$ cat src/rtl/tmr_pkg.sv
`timescale 1ns/1ps
package tmr_pkg;
   typedef enum logic [1:0] {
      CH_CAP     = 2'b00,
      CH_CMP     = 2'b01,
      CH_PWM     = 2'b10,
      CH_PWM_ALT = 2'b11
   } ch_mode_e;

   localparam int unsigned ADR_CTL     = 0;
   localparam int unsigned ADR_CNT     = 1;
   localparam int unsigned ADR_MOD     = 2;
   localparam int unsigned ADR_CH_BASE = 4;

   localparam int unsigned CLKSEL_BUS  = 1;
   localparam int unsigned CLKSEL_EXT  = 3;
   localparam int unsigned FLAG_BIT    = 7;
endpackage

$ cat src/rtl/tmr_sync.sv
`timescale 1ns/1ps
module tmr_sync #(
   parameter int unsigned STAGES = 2
) (
   input  logic clk,
   input  logic rst_n,
   input  logic d,
   output logic q
);
   if (STAGES < 1) begin : g_bad_stages
      $error("tmr_sync: STAGES must be at least 1");
   end

   logic [STAGES-1:0] sh;

   if (STAGES == 1) begin : g_single
      always_ff @(posedge clk or negedge rst_n) begin
         if (!rst_n) sh <= '0;
         else        sh <= d;
      end
   end else begin : g_chain
      always_ff @(posedge clk or negedge rst_n) begin
         if (!rst_n) sh <= '0;
         else        sh <= {sh[STAGES-2:0], d};
      end
   end

   assign q = sh[STAGES-1];
endmodule

$ cat src/rtl/tmr_counter.sv
`timescale 1ns/1ps
module tmr_counter import tmr_pkg::*; #(
   parameter int unsigned CNT_W = 16,
   parameter int unsigned PS_W  = 3
) (
   input  logic             clk,
   input  logic             rst_n,
   input  logic [1:0]       clk_sel,
   input  logic [PS_W-1:0]  ps,
   input  logic             ext_q,
   input  logic             cnt_clr,
   input  logic             mod_wr,
   input  logic [CNT_W-1:0] mod_wdata,
   input  logic             ovf_clr,
   output logic [CNT_W-1:0] cnt,
   output logic [CNT_W-1:0] mod_sh,
   output logic             tick,
   output logic             wrap,
   output logic             running,
   output logic             ovf
);
   localparam int unsigned PRE_W = (1 << PS_W) - 1;

   if (PS_W < 1 || PS_W > 4) begin : g_bad_ps
      $error("tmr_counter: PS_W out of range");
   end

   logic             ext_prev, ext_rise, sel_ext, src;
   logic [PRE_W-1:0] pre_cnt, pre_lim;
   logic [CNT_W-1:0] mod_act, limit;

   assign sel_ext  = (clk_sel == 2'(CLKSEL_EXT));
   assign running  = (clk_sel == 2'(CLKSEL_BUS)) || sel_ext;
   assign ext_rise = ext_q & ~ext_prev;
   assign src      = running && (sel_ext ? ext_rise : 1'b1);
   assign pre_lim  = PRE_W'((32'd1 << ps) - 32'd1);
   assign tick     = src && (pre_cnt == pre_lim);
   assign limit    = (mod_act == '0) ? '1 : mod_act;
   assign wrap     = tick && (cnt == limit);

   always_ff @(posedge clk or negedge rst_n) begin
      if (!rst_n) begin
         ext_prev <= 1'b0;
         pre_cnt  <= '0;
         cnt      <= '0;
         mod_sh   <= '0;
         mod_act  <= '0;
         ovf      <= 1'b0;
      end else begin
         ext_prev <= ext_q;

         if (cnt_clr || !running)     pre_cnt <= '0;
         else if (src)                pre_cnt <= (pre_cnt == pre_lim) ? '0 : pre_cnt + PRE_W'(1);

         if (cnt_clr)                 cnt <= '0;
         else if (tick)               cnt <= wrap ? '0 : cnt + CNT_W'(1);

         if (mod_wr)                  mod_sh <= mod_wdata;

         if (!running)                mod_act <= mod_wr ? mod_wdata : mod_sh;
         else if (wrap)               mod_act <= mod_sh;

         if (wrap)                    ovf <= 1'b1;
         else if (ovf_clr)            ovf <= 1'b0;
      end
   end

   // wrap returns the counter to zero and raises overflow
   a_r5_wrap_to_zero: assert property (@(posedge clk) disable iff (!rst_n)
      (wrap && !cnt_clr) |=> (cnt == '0 && ovf));

   // stopped counter holds
   a_r2_hold_when_stopped: assert property (@(posedge clk) disable iff (!rst_n)
      (!running && !cnt_clr) |=> $stable(cnt));

   // with the external source, only a resynchronized rising edge moves the count
   a_r4_ext_edge_only: assert property (@(posedge clk) disable iff (!rst_n)
      (sel_ext && !ext_rise && !cnt_clr) |=> $stable(cnt));

   // active limit changes only at a wrap while running
   a_r6_mod_buffered: assert property (@(posedge clk) disable iff (!rst_n)
      (running && !wrap) |=> $stable(mod_act));

   // set beats clear
   a_r7_ovf_set_wins: assert property (@(posedge clk) disable iff (!rst_n)
      (wrap && ovf_clr) |=> ovf);
endmodule

$ cat src/rtl/tmr_channel.sv
`timescale 1ns/1ps
module tmr_channel import tmr_pkg::*; #(
   parameter int unsigned CNT_W       = 16,
   parameter int unsigned SYNC_STAGES = 2
) (
   input  logic             clk,
   input  logic             rst_n,
   input  logic             cfg_wr,
   input  logic [1:0]       cfg_mode,
   input  logic [1:0]       cfg_els,
   input  logic             cfg_clr,
   input  logic             val_wr,
   input  logic [CNT_W-1:0] val_wdata,
   input  logic [CNT_W-1:0] cnt,
   input  logic             tick,
   input  logic             wrap,
   input  logic             running,
   input  logic             pin_in,
   output logic [7:0]       cfg_rd,
   output logic [CNT_W-1:0] val_rd,
   output logic             own,
   output logic             drive,
   output logic             out
);
   ch_mode_e         mode;
   logic [1:0]       els;
   logic             flag, cmp_q, pin_q, pin_prev;
   logic             rise, fall, is_cap, is_cmp, is_pwm;
   logic             cap_evt, match, flag_clr, pwm_lvl;
   logic [CNT_W-1:0] val_sh, val_act, cmp_ref;

   tmr_sync #(.STAGES(SYNC_STAGES)) u_pin_sync (
      .clk(clk), .rst_n(rst_n), .d(pin_in), .q(pin_q)
   );

   assign rise     = pin_q & ~pin_prev;
   assign fall     = ~pin_q & pin_prev;
   assign is_cap   = (mode == CH_CAP);
   assign is_cmp   = (mode == CH_CMP);
   assign is_pwm   = (mode == CH_PWM) || (mode == CH_PWM_ALT);
   assign cap_evt  = is_cap && ((els[0] && rise) || (els[1] && fall));
   assign cmp_ref  = is_pwm ? val_act : val_sh;
   assign match    = !is_cap && tick && (cnt == cmp_ref);
   assign flag_clr = cfg_wr && cfg_clr;
   assign pwm_lvl  = (cnt < val_act);

   always_ff @(posedge clk or negedge rst_n) begin
      if (!rst_n) begin
         mode     <= CH_CAP;
         els      <= 2'b00;
         flag     <= 1'b0;
         cmp_q    <= 1'b0;
         pin_prev <= 1'b0;
         val_sh   <= '0;
         val_act  <= '0;
      end else begin
         pin_prev <= pin_q;
         if (cfg_wr) begin
            mode <= ch_mode_e'(cfg_mode);
            els  <= cfg_els;
         end

         if (cap_evt || match)        flag <= 1'b1;
         else if (flag_clr)           flag <= 1'b0;

         if (cap_evt)                 val_sh <= cnt;
         else if (val_wr)             val_sh <= val_wdata;

         if (!running || !is_pwm)     val_act <= val_wr ? val_wdata : val_sh;
         else if (wrap)               val_act <= val_sh;

         if (match && is_cmp) begin
            case (els)
               2'b01:   cmp_q <= ~cmp_q;
               2'b10:   cmp_q <= 1'b0;
               2'b11:   cmp_q <= 1'b1;
               default: cmp_q <= cmp_q;
            endcase
         end
      end
   end

   assign own    = (els != 2'b00);
   assign drive  = own && !is_cap;
   assign out    = drive && (is_pwm ? ((els == 2'b10) ? pwm_lvl : ~pwm_lvl) : cmp_q);
   assign cfg_rd = {flag, 3'b000, els, mode};
   assign val_rd = val_sh;

   // capture stores the counter of that cycle
   a_r9_capture_value: assert property (@(posedge clk) disable iff (!rst_n)
      cap_evt |=> (val_sh == $past(cnt)));

   // running PWM duty changes only at wrap
   a_r12_val_buffered: assert property (@(posedge clk) disable iff (!rst_n)
      (running && is_pwm && !wrap) |=> $stable(val_act));

   // channel flag set beats clear
   a_r7_ch_set_wins: assert property (@(posedge clk) disable iff (!rst_n)
      ((cap_evt || match) && flag_clr) |=> flag);

   // compare with set action drives high after match
   a_r10_compare_set: assert property (@(posedge clk) disable iff (!rst_n)
      (match && is_cmp && els == 2'b11) |=> cmp_q);
endmodule

$ cat src/rtl/mtimer.sv
`timescale 1ns/1ps
module mtimer import tmr_pkg::*; #(
   parameter int unsigned CNT_W       = 16,
   parameter int unsigned NCH         = 2,
   parameter int unsigned ADDR_W      = 4,
   parameter int unsigned PS_W        = 3,
   parameter int unsigned SYNC_STAGES = 2
) (
   input  logic              clk,
   input  logic              rst_n,
   input  logic              reg_wr,
   input  logic [ADDR_W-1:0] reg_addr,
   input  logic [CNT_W-1:0]  reg_wdata,
   output logic [CNT_W-1:0]  reg_rdata,
   input  logic              ext_clk_in,
   input  logic [NCH-1:0]    ch_in,
   output logic [NCH-1:0]    ch_own,
   output logic [NCH-1:0]    ch_drive,
   output logic [NCH-1:0]    ch_out
);
   localparam int unsigned CTL_USED = PS_W + 2;

   if (NCH < 1 || (ADR_CH_BASE + 2 * NCH) > (1 << ADDR_W)) begin : g_bad_nch
      $error("mtimer: channel registers do not fit the address space");
   end
   if (CNT_W < 8 || CTL_USED > FLAG_BIT) begin : g_bad_width
      $error("mtimer: CNT_W or PS_W out of range");
   end

   logic [PS_W-1:0]  ps;
   logic [1:0]       clk_sel;
   logic             ext_q, ctl_wr;
   logic [CNT_W-1:0] cnt, mod_sh;
   logic             tick, wrap, running, ovf;
   logic [7:0]       ch_cfg_rd [NCH];
   logic [CNT_W-1:0] ch_val_rd [NCH];

   assign ctl_wr = reg_wr && (reg_addr == ADDR_W'(ADR_CTL));

   always_ff @(posedge clk or negedge rst_n) begin
      if (!rst_n) begin
         ps      <= '0;
         clk_sel <= 2'b00;
      end else if (ctl_wr) begin
         ps      <= reg_wdata[PS_W-1:0];
         clk_sel <= reg_wdata[PS_W+1:PS_W];
      end
   end

   tmr_sync #(.STAGES(SYNC_STAGES)) u_ext_sync (
      .clk(clk), .rst_n(rst_n), .d(ext_clk_in), .q(ext_q)
   );

   tmr_counter #(.CNT_W(CNT_W), .PS_W(PS_W)) u_counter (
      .clk       (clk),
      .rst_n     (rst_n),
      .clk_sel   (clk_sel),
      .ps        (ps),
      .ext_q     (ext_q),
      .cnt_clr   (reg_wr && (reg_addr == ADDR_W'(ADR_CNT))),
      .mod_wr    (reg_wr && (reg_addr == ADDR_W'(ADR_MOD))),
      .mod_wdata (reg_wdata),
      .ovf_clr   (ctl_wr && reg_wdata[FLAG_BIT]),
      .cnt       (cnt),
      .mod_sh    (mod_sh),
      .tick      (tick),
      .wrap      (wrap),
      .running   (running),
      .ovf       (ovf)
   );

   for (genvar i = 0; i < NCH; i++) begin : g_ch
      localparam int unsigned CFG_A = ADR_CH_BASE + 2 * i;
      logic cfg_wr;
      assign cfg_wr = reg_wr && (reg_addr == ADDR_W'(CFG_A));

      tmr_channel #(.CNT_W(CNT_W), .SYNC_STAGES(SYNC_STAGES)) u_ch (
         .clk       (clk),
         .rst_n     (rst_n),
         .cfg_wr    (cfg_wr),
         .cfg_mode  (reg_wdata[1:0]),
         .cfg_els   (reg_wdata[3:2]),
         .cfg_clr   (reg_wdata[FLAG_BIT]),
         .val_wr    (reg_wr && (reg_addr == ADDR_W'(CFG_A + 1))),
         .val_wdata (reg_wdata),
         .cnt       (cnt),
         .tick      (tick),
         .wrap      (wrap),
         .running   (running),
         .pin_in    (ch_in[i]),
         .cfg_rd    (ch_cfg_rd[i]),
         .val_rd    (ch_val_rd[i]),
         .own       (ch_own[i]),
         .drive     (ch_drive[i]),
         .out       (ch_out[i])
      );
   end

   always_comb begin
      reg_rdata = '0;
      if (reg_addr == ADDR_W'(ADR_CTL))
         reg_rdata = CNT_W'({ovf, {(FLAG_BIT-CTL_USED){1'b0}}, clk_sel, ps});
      else if (reg_addr == ADDR_W'(ADR_CNT))
         reg_rdata = cnt;
      else if (reg_addr == ADDR_W'(ADR_MOD))
         reg_rdata = mod_sh;
      for (int i = 0; i < NCH; i++) begin
         if (reg_addr == ADDR_W'(ADR_CH_BASE + 2 * i))     reg_rdata = CNT_W'(ch_cfg_rd[i]);
         if (reg_addr == ADDR_W'(ADR_CH_BASE + 2 * i + 1)) reg_rdata = ch_val_rd[i];
      end
   end
endmodule

$ cat config.mk
export PLATFORM = sky130hd
export DESIGN_NAME = mtimer
export DESIGN_NICKNAME = d
export VERILOG_FILES = /design/src/rtl/tmr_pkg.sv /design/src/rtl/tmr_sync.sv /design/src/rtl/tmr_counter.sv /design/src/rtl/tmr_channel.sv /design/src/rtl/mtimer.sv
export SDC_FILE = /design/constraint.sdc
export NUM_CORES = 1
export LEC_CHECK = 0
export BUFFER_PORTS_ARGS = -buffer_cell sky130_fd_sc_hd__buf_2
export CORE_MARGIN = 3
export CORE_UTILIZATION = 42
export DETAILED_ROUTE_END_ITERATION = 8
export GPL_ROUTABILITY_DRIVEN = 0
export MAX_ROUTING_LAYER = met4
export SYNTH_ARGS = -nofsm -noshare
export SYNTH_HDL_FRONTEND = slang
export SYNTH_SLANG_ARGS = --single-unit
$ cat constraint.sdc
create_clock -name clk -period 7.35 [get_ports clk]
set_input_delay 0.735 -clock clk [delete_from_list [all_inputs] [get_ports clk]]
set_output_delay 0.735 -clock clk [all_outputs]
set_load 0.02 [all_outputs]
# Word-level counts from Yosys, hierarchy flattened
# Cells that the tools add are included.
[op_classes] muxes=40 n_bitwise=14 n_mul=0 order_cmp=2 n_reduce_logical=61 eq_ne=25 n_div=0 addsub=3 n_shift=1
[op_table] cell="16-bit two-way mux" n=24
[op_table] cell="16-bit == test" n=3
[op_table] cell="16-bit < comparator" n=2
[op_table] cell="1-bit logical AND" n=29
[op_table] cell="7-bit two-way mux" n=3
[op_table] cell="2-bit == test (second input constant)" n=9
[op_table] cell="2-bit nonzero test" n=9
[op_table] cell="16-bit by 1-bit adder with 16-bit output (second input constant)" n=1
[op_table] cell="4-bit by 3-bit == test with 1-bit output (second input constant)" n=4
[op_table] cell="16-bit logical NOT" n=1
[op_table] cell="1-bit two-way mux" n=11
[op_table] cell="2-bit by 1-bit == test with 1-bit output (second input constant)" n=5
[op_table] cell="1-bit logical OR" n=10
[op_table] cell="1-bit NOT" n=9
[op_table] cell="7-bit by 1-bit adder with 7-bit output (second input constant)" n=1
[op_table] cell="7-bit == test" n=1
[op_table] cell="1-bit by 3-bit left shift with 7-bit output (first input constant)" n=1
[op_table] cell="7-bit by 1-bit subtractor with 7-bit output (second input constant)" n=1
[op_table] cell="1-bit one-hot mux with 3 select lines" n=2
[op_table] cell="3-bit nonzero test" n=2
[op_table] cell="1-bit AND" n=5
[op_table] cell="1-bit logical NOT" n=5
[op_table] cell="4-bit by 1-bit == test with 1-bit output (second input constant)" n=1
[op_table] cell="4-bit by 2-bit == test with 1-bit output (second input constant)" n=1
[op_table] cell="other kinds (4)" n=6
[totals] elab_cells=171 mem_bits_ro=0 latchBits=0 ram_bits=0 inputBits=26 n_memories=0 regBits=146 output_inout_bits=22

# Logic depth before layout (Yosys ltp)
[logic_depth] depth_word=9 mapped_depth=12 mapped_depth_nobuf=10

# By module
# From an unflattened synthesis, not the netlist that was laid out.
[unflattened] cells_unflattened=1080 area_unflattened_um2=9731.8
[by_module_without_submodules] mod="tmr_channel" area_per_inst_um2=2524.9 seq_area_each_um2=975.9 instances=2 cells_per_inst=276
[by_module_without_submodules] mod="tmr_counter" area_per_inst_um2=3465.8 seq_area_each_um2=1426.4 instances=1 cells_per_inst=382
[by_module_without_submodules] mod="mtimer" area_per_inst_um2=1066.0 seq_area_each_um2=125.1 instances=1 cells_per_inst=140
[by_module_without_submodules] mod="tmr_sync" area_per_inst_um2=50.0 seq_area_each_um2=50.0 instances=3 cells_per_inst=2

# Worst setup path after synthesis
# Ideal clock, no wire load.
[synth_path] path_type="input port to output port" start="input reg_addr[2]" end="output reg_rdata[10]" required_ns=6.615 path_stages=8 arrival_time_ns=2.279 slack_ns=4.336 path_buffers=4 path_cell_list="clkbuf_1 -> and3_1 -> clkbuf_1 -> and2_1 -> clkbuf_1 -> clkbuf_1 -> a22oi_1 -> o21ai_0"
[synth_via] elab_chain_len=8 elab_cells_between_ends=14 cone_classes="eq/ne (6); mux (7); reduce/logical (1)"
[synth_rtl] element="start, declared" line="mtimer.sv:12" source="input logic [ADDR_W-1:0] reg_addr,"
[synth_rtl] element="4-bit by 2-bit == test with 1-bit output" line="mtimer.sv:105" source="else if (reg_addr == ADDR_W'(ADR_MOD))"
[synth_rtl] element="16-bit two-way mux" line="mtimer.sv:105"
[synth_rtl] element="16-bit two-way mux" line="mtimer.sv:103" source="else if (reg_addr == ADDR_W'(ADR_CNT))"
[synth_rtl] element="16-bit two-way mux" line="mtimer.sv:101" source="if (reg_addr == ADDR_W'(ADR_CTL))"
[synth_rtl] element="16-bit two-way mux" line="mtimer.sv:108" source="if (reg_addr == ADDR_W'(ADR_CH_BASE + 2 * i)) reg_rdata = CNT_W'(ch_cfg_rd[i]);"
[synth_rtl] element="16-bit two-way mux" line="mtimer.sv:109" source="if (reg_addr == ADDR_W'(ADR_CH_BASE + 2 * i + 1)) reg_rdata = ch_val_rd[i];"
[synth_rtl] element="16-bit two-way mux" line="mtimer.sv:108"
[synth_rtl] element="16-bit two-way mux *" line="mtimer.sv:109"
[synth_rtl] element="end, declared" line="mtimer.sv:14" source="output logic [CNT_W-1:0] reg_rdata,"
# Mark *: on every way between the ends. The rest lies on a longest branch, timed or not.

# Final worst setup path
[layout_path] start="register u_counter.cnt[13]" end="output ch_out[0]"
[layout_via] elab_chain_len=5
[layout_rtl] element="start, declared" line="tmr_counter.sv:15" source="output logic [CNT_W-1:0] cnt,"
[layout_rtl] element="start signal, assigned" line="tmr_counter.sv:56" source="else if (tick) cnt <= wrap ? '0 : cnt + CNT_W'(1);"
[layout_rtl] element="16-bit < comparator *" line="tmr_channel.sv:45" source="assign pwm_lvl = (cnt < val_act);"
[layout_rtl] element="1-bit NOT" line="tmr_channel.sv:85" source="assign out = drive && (is_pwm ? ((els == 2'b10) ? pwm_lvl : ~pwm_lvl) : cmp_q);"
[layout_rtl] element="1-bit two-way mux * (2 in a row)" line="tmr_channel.sv:85"
[layout_rtl] element="1-bit logical AND *" line="tmr_channel.sv:85"
[layout_rtl] element="end, declared" line="mtimer.sv:19" source="output logic [NCH-1:0] ch_out"
# Marks and branches as above.

==> impl_metrics.yaml <==
grt:
  antenna_found_initial: 1
  grt_pass1_vias: 7293
  grt_pass1_wl_um: 41800
  grt-ovfl-total: 0
  grt_max_degree: 98
  track_usage_pct: 23.3
logic_synthesis:
  synth_nets: 1037
  syn_avg_cell_area_um2: 9.38
  ys_seq_area_share_pct: 39.8
  yosysWarnings: 0
  yosys.cell_types.count: 60
  syn_inst: 979
  synthArstFlopShare_pct: 100
  synth_area_um2: 9190
  synth_seq_cells: 146
  synth_top_flop_cell: "dfrtp_1"
  synth_edf_count: 0
cells_and_area:
  area_growth_pct: 9.51
  drive_gt1_share_pct: 14.1
  finalNetCount: 1042
  final_common_cell: "dfrtp_1"
  layout_common_cells: "146 x dfrtp_1, 84 x mux2i_1, 73 x nand2_1"
  num-fill-cells: 1980
setup_path:
  worstPathRequired_ps: 6610
  setup.worst_path.start_class: "register"
  cp_data_arrival_time_ps: 2990
  endpoint_kind: "output port"
  critPathMaxFanout: 14
  cp_common_cell: "a21o_1"
  path_cells: "ha_1, a21o_1, a21o_1, a221oi_1, o21ai_0, mux2i_1, nor3b_1, buf_2"
  crit_type: "register to output port"
  slowest_delay_ps: 760
  slowest_stage: "dfrtp_1"
clock_tree:
  cts_buffers: 17
  cts_htree_levels: 4
  clkSinkCount: 146
  cts_hold_buf: 0
  cts_tree: "yes"
  cts_root_buf: "clkbuf_16"
  cts_resized: 0
  cts_setup_buffers: 0
  clk_pin_slew_ps: 60
  cts_buffer_depth: 2
  clock_latency_ps: 440
route:
  first_pass_iters: 5
  drc: 0
  vias_per_cell: 5.78
  first_iter_violations: 731
  routed_wl_um: 26100
  vias: 7362
  wire_per_inst_um: 20.5
  ant_nets: 0
die:
  die_h_um: 154
  io_pins: 48
  die_x_um: 154
  die_area_um2: 23700
  row_count: 53
  start_util_pct: 43.2
  core-area_um2: 21300
timing:
  rsz0062_at_grt: "false"
  finalSetupViolCount: 0
  finalCritPeriodShare_pct: 50.7
  fmax_mhz: 268
  period_minus_slack_ps: 3730
  whs_ps: 348
  drv_slew: 0
  finClkSkew_ps: 9.68
  hold_viol: 0
  slew_headroom_pct: 35.2
  fin_tns_setup_ps: 0
  tightest_slew_ps: 965
placement:
  post-dp-hpwl_um: 18600
  numPortBuffers: 47
min_path:
  hold_class: "register to register"
outcome:
  status: "finished, final reports clean"
pwr:
  p_leak_nw: 4.59
  irDropWorstVdd_v: 0.000200
  pwr_density_cell_nw_per_um2: 304
job:
  maxCapViolCount: 0
-- synth_stat cells, drive strengths merged, types with 11 or more instances --
cell type | instances | area, um^2
dfrtp | 146 | 3650
mux2i | 84 | 841
nand2 | 74 | 285
o21ai | 72 | 360
inv | 59 | 221
a21oi | 58 | 328
nor2 | 57 | 214
clkbuf | 40 | 150
xnor2 | 39 | 342
buf | 34 | 228
ha | 32 | 400
mux2 | 29 | 327
nand3 | 27 | 160
a22oi | 23 | 173
xor2 | 21 | 184
o22ai | 20 | 125
o21a | 19 | 143
o22a | 16 | 140
nand4 | 14 | 87.6
a21o | 11 | 82.6
nor4 | 11 | 68.8
-- routing by layer --
metal  share of wire [%]  up-vias  GRT usage, %  routed length (um)
met5                   0        -             -                   0
met4                 1.6        0          6.22                 431
met3                 4.8       35          4.76                1260
met2                  47      206          35.3               12200
met1                  47     3628          32.2               12300
li1                    -     3493             -                   -
-- kinds of logic (layout without fill, tap and decap cells) --
logic type,after synthesis,in the layout,share of synthesized area [%]
AOI/OAI and AO/OA,257,257,18.1
xor gates and xnor gates,60,60,5.72
adders and majority gates,32,32,4.36
buffers and inverters,133,151,6.52
DFF,146,146,39.8
muxes,113,113,12.7
other,0,1,0
and+or+nand+nor,238,238,12.8
-- cell type report --
cell class / instances / area [um^2] / share of cell area (%)
Timing Repair Buffer: 60 / 339 / 3.37
Sequential cell: 146 / 3650 / 36.3
Tap cell: 275 / 344 / 3.42
Multi-Input combinational cell: 700 / 4940 / 49.1
Clock inverter: 11 / 105 / 1.04
Inverter: 59 / 221 / 2.20
Clock buffer: 21 / 450 / 4.48
Antenna cell: 1 / 2.50 / 0.0249
-- flip-flops by register name (all words and copies together) (netlist names), 2 cells and up --
signal	flops
g_ch.u_ch.val_act	32
g_ch.u_ch.val_rd	32
u_counter.cnt	16
u_counter.mod_act	16
u_counter.mod_sh	16
u_counter.pre_cnt	7
g_ch.u_ch.els	4
g_ch.u_ch.mode	4
g_ch.u_ch.u_pin_sync.sh	4
ps	3
clk_sel	2
g_ch.u_ch.cmp_q	2
g_ch.u_ch.flag	2
g_ch.u_ch.pin_prev	2
u_ext_sync.sh	2
-- worst max-delay path, delay by kind of cell, from the launching register on --
family | cells | cell delay [ps]
compound gates | 4 | 890
flops | 1 | 760
simple gates | 1 | 190
fa+ha+maj | 1 | 360
mux | 1 | 170
buf+inv | 1 | 190
-- path summary, 6_finish.rpt --
check                                                 to                     startpoint  slack [ps]  cells past startpoint
hold / removal             g_ch[1].u_ch.u_pin_sync.sh[1]  g_ch[1].u_ch.u_pin_sync.sh[0]         350                      0
min in group asynchronous        g_ch[1].u_ch.val_act[9]                          rst_n         370                      1
setup / recovery                               ch_out[0]              u_counter.cnt[13]        3620                      8
hold reg to reg            g_ch[1].u_ch.u_pin_sync.sh[1]  g_ch[1].u_ch.u_pin_sync.sh[0]         350                      0
setup reg to reg                 g_ch[1].u_ch.val_act[1]               u_counter.cnt[2]        3950                      8
max in group asynchronous            u_counter.mod_sh[5]                          rst_n        5800                      2
-- power by group --
part / total, mW / switching, mW / internal [mW] / leakage, nW
Sequential: 1.24 / 0.232 / 1.01 / 1.86
Clock: 0.840 / 0.363 / 0.476 / 0.260
Combinational: 0.977 / 0.538 / 0.439 / 2.47
Total: 3.06 / 1.13 / 1.93 / 4.59
-- metrics by stage --
stage / utilization, % / worst slack (ps) / total power [mW] / instances / cell area (um^2)
after floorplan: - / 4340 / 1.95 / 979 / 9190
after global placement: 44.6 / 4010 / 2.22 / 1240 / 9500
after detailed placement: 44.6 / 3950 / 2.23 / 1240 / 9500
after CTS: 47.3 / 3570 / 3.07 / 1272 / 10100
after global routing: 47.3 / 3410 / 3.25 / 1273 / 10100
final: 47.3 / 3620 / 3.06 / 1273 / 10100
No activity file was read; power rests on OpenSTA's default activity.
